==> src/rtl/psa_sig_pkg.sv <==
package psa_sig_pkg;
  localparam int SIG_W = 16;
  typedef logic [SIG_W-1:0] sig_t;

  // Seed value: address less the fixed offset, wrapped to the register width.
  function automatic sig_t psa_seed(input sig_t addr, input sig_t dec);
    return addr - dec;
  endfunction

  // Feedback step applied before the data is mixed in.
  function automatic sig_t psa_fold(input sig_t s, input sig_t poly);
    sig_t t;
    if (s[SIG_W-1]) begin
      t = s ^ poly;
      t = {t[SIG_W-2:0], 1'b1};
    end else begin
      t = {s[SIG_W-2:0], 1'b0};
    end
    return t;
  endfunction

  // Word mixed into the register: real data or the erased pattern.
  function automatic sig_t psa_fill(input sig_t d, input logic erase);
    return erase ? {SIG_W{1'b1}} : d;
  endfunction
endpackage

==> src/rtl/psa_sig_reg.sv <==
module psa_sig_reg
  import psa_sig_pkg::*;
#(
  parameter sig_t POLY     = 16'h0805,
  parameter sig_t SEED_DEC = 16'd2
) (
  input  logic clk,
  input  logic rst_n,
  input  logic load_i,
  input  sig_t seed_addr_i,
  input  logic absorb_i,
  input  sig_t word_i,
  input  logic erase_i,
  output sig_t sig_o
);
  sig_t sig_q;
  sig_t fill_w;
  sig_t next_w;

  assign fill_w = psa_fill(word_i, erase_i);
  assign next_w = psa_fold(sig_q, POLY) ^ fill_w;

  always_ff @(posedge clk) begin
    if (!rst_n) begin
      sig_q <= '0;
    end else if (load_i) begin
      sig_q <= psa_seed(seed_addr_i, SEED_DEC);
    end else if (absorb_i) begin
      sig_q <= next_w;
    end
  end

  assign sig_o = sig_q;
endmodule

==> src/rtl/psa_word_count.sv <==
module psa_word_count #(
  parameter int CNT_W = 16
) (
  input  logic             clk,
  input  logic             rst_n,
  input  logic             clear_i,
  input  logic             inc_i,
  output logic [CNT_W-1:0] count_o
);
  logic [CNT_W-1:0] cnt_q;

  always_ff @(posedge clk) begin
    if (!rst_n) begin
      cnt_q <= '0;
    end else if (clear_i) begin
      cnt_q <= '0;
    end else if (inc_i) begin
      cnt_q <= cnt_q + 1'b1;
    end
  end

  assign count_o = cnt_q;
endmodule

==> src/rtl/psa_match_reg.sv <==
module psa_match_reg
  import psa_sig_pkg::*;
(
  input  logic clk,
  input  logic rst_n,
  input  logic clear_i,
  input  logic cmp_i,
  input  sig_t expect_i,
  input  sig_t readback_i,
  output logic match_o
);
  logic match_q;
  logic equal_w;

  assign equal_w = (expect_i == readback_i);

  always_ff @(posedge clk) begin
    if (!rst_n) begin
      match_q <= 1'b0;
    end else if (clear_i) begin
      match_q <= 1'b0;
    end else if (cmp_i) begin
      match_q <= equal_w;
    end
  end

  assign match_o = match_q;
endmodule

==> src/rtl/psa_sig_accum.sv <==
module psa_sig_accum
  import psa_sig_pkg::*;
#(
  parameter sig_t POLY     = 16'h0805,
  parameter sig_t SEED_DEC = 16'd2,
  parameter int   CNT_W    = 16
) (
  input  logic             clk,
  input  logic             rst_n,
  input  logic             start_i,
  input  logic [15:0]      start_addr_i,
  input  logic             word_vld_i,
  input  logic [15:0]      word_i,
  input  logic             erase_mode_i,
  input  logic             cmp_i,
  input  logic [15:0]      readback_i,
  output logic [15:0]      sig_o,
  output logic             match_o,
  output logic [CNT_W-1:0] count_o
);
  // Named events: start wins over both a word and a compare.
  logic absorb_w;
  logic cmp_w;
  sig_t sig_w;

  assign absorb_w = word_vld_i & ~start_i;
  assign cmp_w    = cmp_i & ~start_i;

  psa_sig_reg #(.POLY(POLY), .SEED_DEC(SEED_DEC)) u_sig (
    .clk         (clk),
    .rst_n       (rst_n),
    .load_i      (start_i),
    .seed_addr_i (start_addr_i),
    .absorb_i    (absorb_w),
    .word_i      (word_i),
    .erase_i     (erase_mode_i),
    .sig_o       (sig_w)
  );

  psa_word_count #(.CNT_W(CNT_W)) u_cnt (
    .clk     (clk),
    .rst_n   (rst_n),
    .clear_i (start_i),
    .inc_i   (absorb_w),
    .count_o (count_o)
  );

  psa_match_reg u_match (
    .clk        (clk),
    .rst_n      (rst_n),
    .clear_i    (start_i),
    .cmp_i      (cmp_w),
    .expect_i   (sig_w),
    .readback_i (readback_i),
    .match_o    (match_o)
  );

  assign sig_o = sig_w;
endmodule

==> config.mk <==
export PLATFORM = sky130hd
export DESIGN_NAME = psa_sig_accum
export DESIGN_NICKNAME = d
export VERILOG_FILES = /design/src/rtl/psa_sig_pkg.sv /design/src/rtl/psa_sig_reg.sv /design/src/rtl/psa_word_count.sv /design/src/rtl/psa_match_reg.sv /design/src/rtl/psa_sig_accum.sv
export SDC_FILE = /design/constraint.sdc
export NUM_CORES = 1
export LEC_CHECK = 0
export BUFFER_PORTS_ARGS = -buffer_cell sky130_fd_sc_hd__buf_4
export CAP_MARGIN = 15
export CORE_MARGIN = 2
export CORE_UTILIZATION = 48
export CTS_CLUSTER_SIZE = 12
export DETAILED_ROUTE_END_ITERATION = 8
export GPL_TIMING_DRIVEN = 0
export HOLD_SLACK_MARGIN = 0.02
export PLACE_DENSITY_LB_ADDON = 0.2
export SLEW_MARGIN = 15
export SYNTH_ARGS = -nofsm -noshare
export SYNTH_HDL_FRONTEND = slang
export SYNTH_SLANG_ARGS = --single-unit
==> constraint.sdc <==
create_clock -name clk -period 2.87 [get_ports clk]
set_clock_uncertainty 0.05 [all_clocks]
set_input_delay 0.861 -clock clk [delete_from_list [all_inputs] [get_ports clk]]
set_output_delay 0.861 -clock clk [all_outputs]
set_load 0.005 [all_outputs]
# Word level (Yosys, flattened, before mapping)
# Index checks and enable logic that the tools add are counted.
# classes
addsub,2
eq_ne,1
n_mux,4
bitwise_logic,6
reduce_logical,2
# ops
operator,n
$mux 16,3
$add 16x1->16 const B,1
$eq 16x16->1,1
$sub 16x2->16 const B,1
$xor 16x16->16,1
$mux 13,1
$not 3->3,1
$and 1x1->1,2
$not 1->1,2
$reduce_bool 2->1,1
$reduce_or 2->1,1
# word_totals
ff_bits,33
out_inout_bits,33

# Depth between registers and ports, before layout
# depth
ltp_word,5
ltp_mapped,7

# Cells and area by module
# From an unflattened synthesis, not the netlist that was laid out.
# unflattened
cells_unflattened,260
area_unflattened_um2,2132.0
# by_module_without_submodules
module,instances,cells_per_inst,area_per_inst_um2
psa_sig_reg,1,150,1197.4
psa_word_count,1,82,708.2
psa_match_reg,1,26,214.0
psa_sig_accum,1,2,12.5

# Worst setup path after synthesis
# Ideal clock, no wire load.
# synth_path
path_type,input-to-reg
start,input start_addr_i[1]
end,register u_sig.sig_q[15] (netlist: u_sig.sig_o[15])
setup_time_ns,0.087
arrival_ns,2.160
required_ns,2.733
setup_slack_ns,0.573
cell_stages,7
n_path_buf,1
cell_sequence,inv_1 ha_1 or4b_1 buf_2 nor4_4 xnor2_1 a221oi_2
# synth_via
elab_chain_len,2
# synth_rtl
item,line_no,rtl
start: declaration,psa_sig_accum.sv:11,"input logic [15:0] start_addr_i,"
$sub 16x2->16,psa_sig_pkg.sv:7,return addr - dec;
$mux 16,psa_sig_reg.sv:26,end else if (load_i) begin
end signal: assignment,psa_sig_reg.sv:27,"sig_q <= psa_seed(seed_addr_i, SEED_DEC);"
end signal: assignment,psa_sig_reg.sv:29,sig_q <= next_w;
end: declaration,psa_sig_reg.sv:16,sig_t sig_q;
# Every way passes these cells.
# A chain may end at the register's enable or synchronous reset.

# Final worst setup path
# Ends and elaborated chain as after synthesis.

==> impl_metrics.ini <==
[logic_synthesis]
synth_top_cell_area_share_pct = 30.8
ys.flop_type = dfxtp_1
synth_top_area_cell = dfxtp_1
synth-seq-cells = 33
synth_area_per_cell_sq_um = 8.19
seq_area_frac_synth_pct = 30.8
syn_area_sq_mm = 0.00215
yosysWarnings = 0
synthArstFlopShare_pct = 0
synth_cell_type_count = 40
synth_area_leaders = dfxtp_1, xor2_1, xnor2_1, nor3_1, a211oi_1
synth_nets = 318
postSynthCellCount = 262
synth_edf_count = 0

[clocking]
htreeDepth = 2
cts_buffer_depth = 2
path_clk_slew_ns = 0.08
numCtsBuffers = 5
cts-root-buf = clkbuf_8
postCtsSetupBuffers = 0
cts_tree = built
clk_latency_ns = 0.30
cts.hold.buffers_added = 0
cts_resized = 0
clock_sinks = 33

[sta]
post-route-period-util_pct = 80.2
tightest_slew_ns = 0.664
setup_viol = 0
relSlewSlack_pct = 55.4
slew_viol_final = 0
rsz0062_at_grt = false
setup_ws_ns = 0.567
finalSetupTns_ns = 0
clock.fmax_mhz = 434
hold_viol = 0
period_needed_ns = 2.30

[routing]
via_count = 2315
wire_per_inst_um = 15.3
via_per_inst = 5.70
post-route-drc-count = 0
wl_mm = 6.23
drt_iter0_markers = 162
antenna_left = 0
dr.pass1.iters = 4

[pwr]
peakVddDrop_uv = 314
internal_power_mw = 0.877
p_sw_share_pct = 28.2
pwr-share-comb_pct = 21.5
power_switching_mw = 0.345
p_leak_nw = 1.23
clockPowerShare_pct = 37.0
p_per_area_mw_per_mm2 = 414
seqPwrFrac_pct = 41.5

[floorplanning]
rows = 24
dieArea_sq_mm = 0.00502
core_area_sq_mm = 0.00432
top_level_ports = 87
start_util_pct = 49.6
die_h_um = 70.9
die_x_um = 70.9

[final_layout]
mostFrequentLayoutCell = buf_4
area_delta_synth_final_pct = 37.8
diodes = 0
drive_gt1_share_pct = 30.2
final_nets = 409
final_cell_mix = buf_4, dfxtp_1, xor2_1, nor2_1, nor3_1

[place]
gp_congestion = 0.826
place_hpwl_mm = 4.72
placement.io_buffers = 84
dpl_worst_slack_ns = 0.289

[critical_path]
endpoint_kind = flip-flop
startpoint_type = input port
cp.arrival_ns = 2.46
required_ns = 3.03
crit_fanout = 6
criticalPathCategory = input port to flip-flop

[hold_path]
hp-class = flip-flop to flip-flop

[grt]
grt_overflow = 0
antenna_found_initial = 0
grt_pass1_wl_mm = 10.2
grt_usage_pct = 25.4
grt_pass1_vias = 2068
grt_start_max_net_pins = 13

[run]
drv_cap = 0

[outcome]
status = finished clean
cell usage after synthesis (all sizes together) (2+ instances only):
cell    number
a211oi      12
a21oi       15
a221oi       6
a311oi       2
a31o         3
and3         2
buf          3
clkbuf      11
dfxtp       33
ha           2
inv          7
mux2i        2
nand2       10
nand3       10
nand4        4
nor2        23
nor3        24
nor4         8
o21a         8
o21ai       12
or3         11
or4          2
xnor2       18
xor2        24
layout make-up:
class / count / area, sq um
Fill cell: 380 / 1370
Tap cell: 52 / 65.1
Sequential cell: 33 / 661
Multi-Input combinational cell: 207 / 1400
Clock inverter: 3 / 46.3
Buffer: 14 / 55.1
Timing Repair Buffer: 84 / 631
Inverter: 8 / 30.0
Clock buffer: 5 / 68.8
critical path, stage by stage:
cell and delay, ns:
buf_4 0.13, inv_1 0.05, ha_1 0.21, or4b_1 0.44, buf_2 0.20, nor4_4 0.22, xnor2_1 0.13, a221oi_2 0.22
kinds of logic after synthesis:
kind of cell	count (synthesis)	share of synthesized area [%]
flip-flops	33	30.8
AO/OA/AOI/OAI	59	18.8
AND/OR/NAND/NOR	102	27.2
buffers and inverters	22	3.96
XOR/XNOR	42	17.1
multiplexers	2	0.933
adder cells (fa/ha/maj)	2	1.17
worst paths after layout:
check | start | endpoint | slack (ns) | cells past startpoint
min reg2reg | u_cnt.count_o[12] | u_cnt.count_o[12] | 0.46 | 2
min | u_cnt.count_o[12] | u_cnt.count_o[12] | 0.46 | 2
max | start_addr_i[1] | u_sig.sig_o[15] | 0.57 | 8
max reg2reg | u_cnt.count_o[0] | u_cnt.count_o[14] | 0.91 | 5
routing by layer:
metal | part of all wire [%] | global-route usage (%)
met1 | 46 | 36.1
met2 | 45 | 39.4
met3 | 7.8 | 6.13
met4 | 1.0 | 5.87
met5 | 0 | 0
flip-flops by register name, summed over array words and instances, names as in the netlist:
name             flops
u_match.match_o      1
u_sig.sig_o         16
u_cnt.count_o       16
power groups by stage:
stage | sequential (mW) | combinational (mW) | clock, mW
2_1_floorplan | 0.512 | 0.133 | 0
3_3_place_gp | 0.517 | 0.257 | 0
3_5_place_dp | 0.517 | 0.261 | 0
4_1_cts | 0.507 | 0.263 | 0.452
5_1_grt | 0.510 | 0.289 | 0.475
6_report | 0.507 | 0.263 | 0.452
metrics by stage:
| stage | cells | hold WS (ns) | power, mW | area, sq um | utilization (%) |
|---|---|---|---|---|---|
| detailed placement | 398 | 0.455 | 0.778 | 2840 | 65.7 |
| global route | 406 | 0.507 | 1.27 | 2960 | 68.4 |
| floorplan | 262 | 0.429 | 0.646 | 2150 | - |
| finish | 406 | 0.462 | 1.22 | 2960 | 68.4 |
| CTS | 406 | 0.466 | 1.22 | 2960 | 68.4 |
| global placement | 398 | 0.430 | 0.774 | 2840 | 65.7 |
No activity file was read; power rests on OpenSTA's default activity.
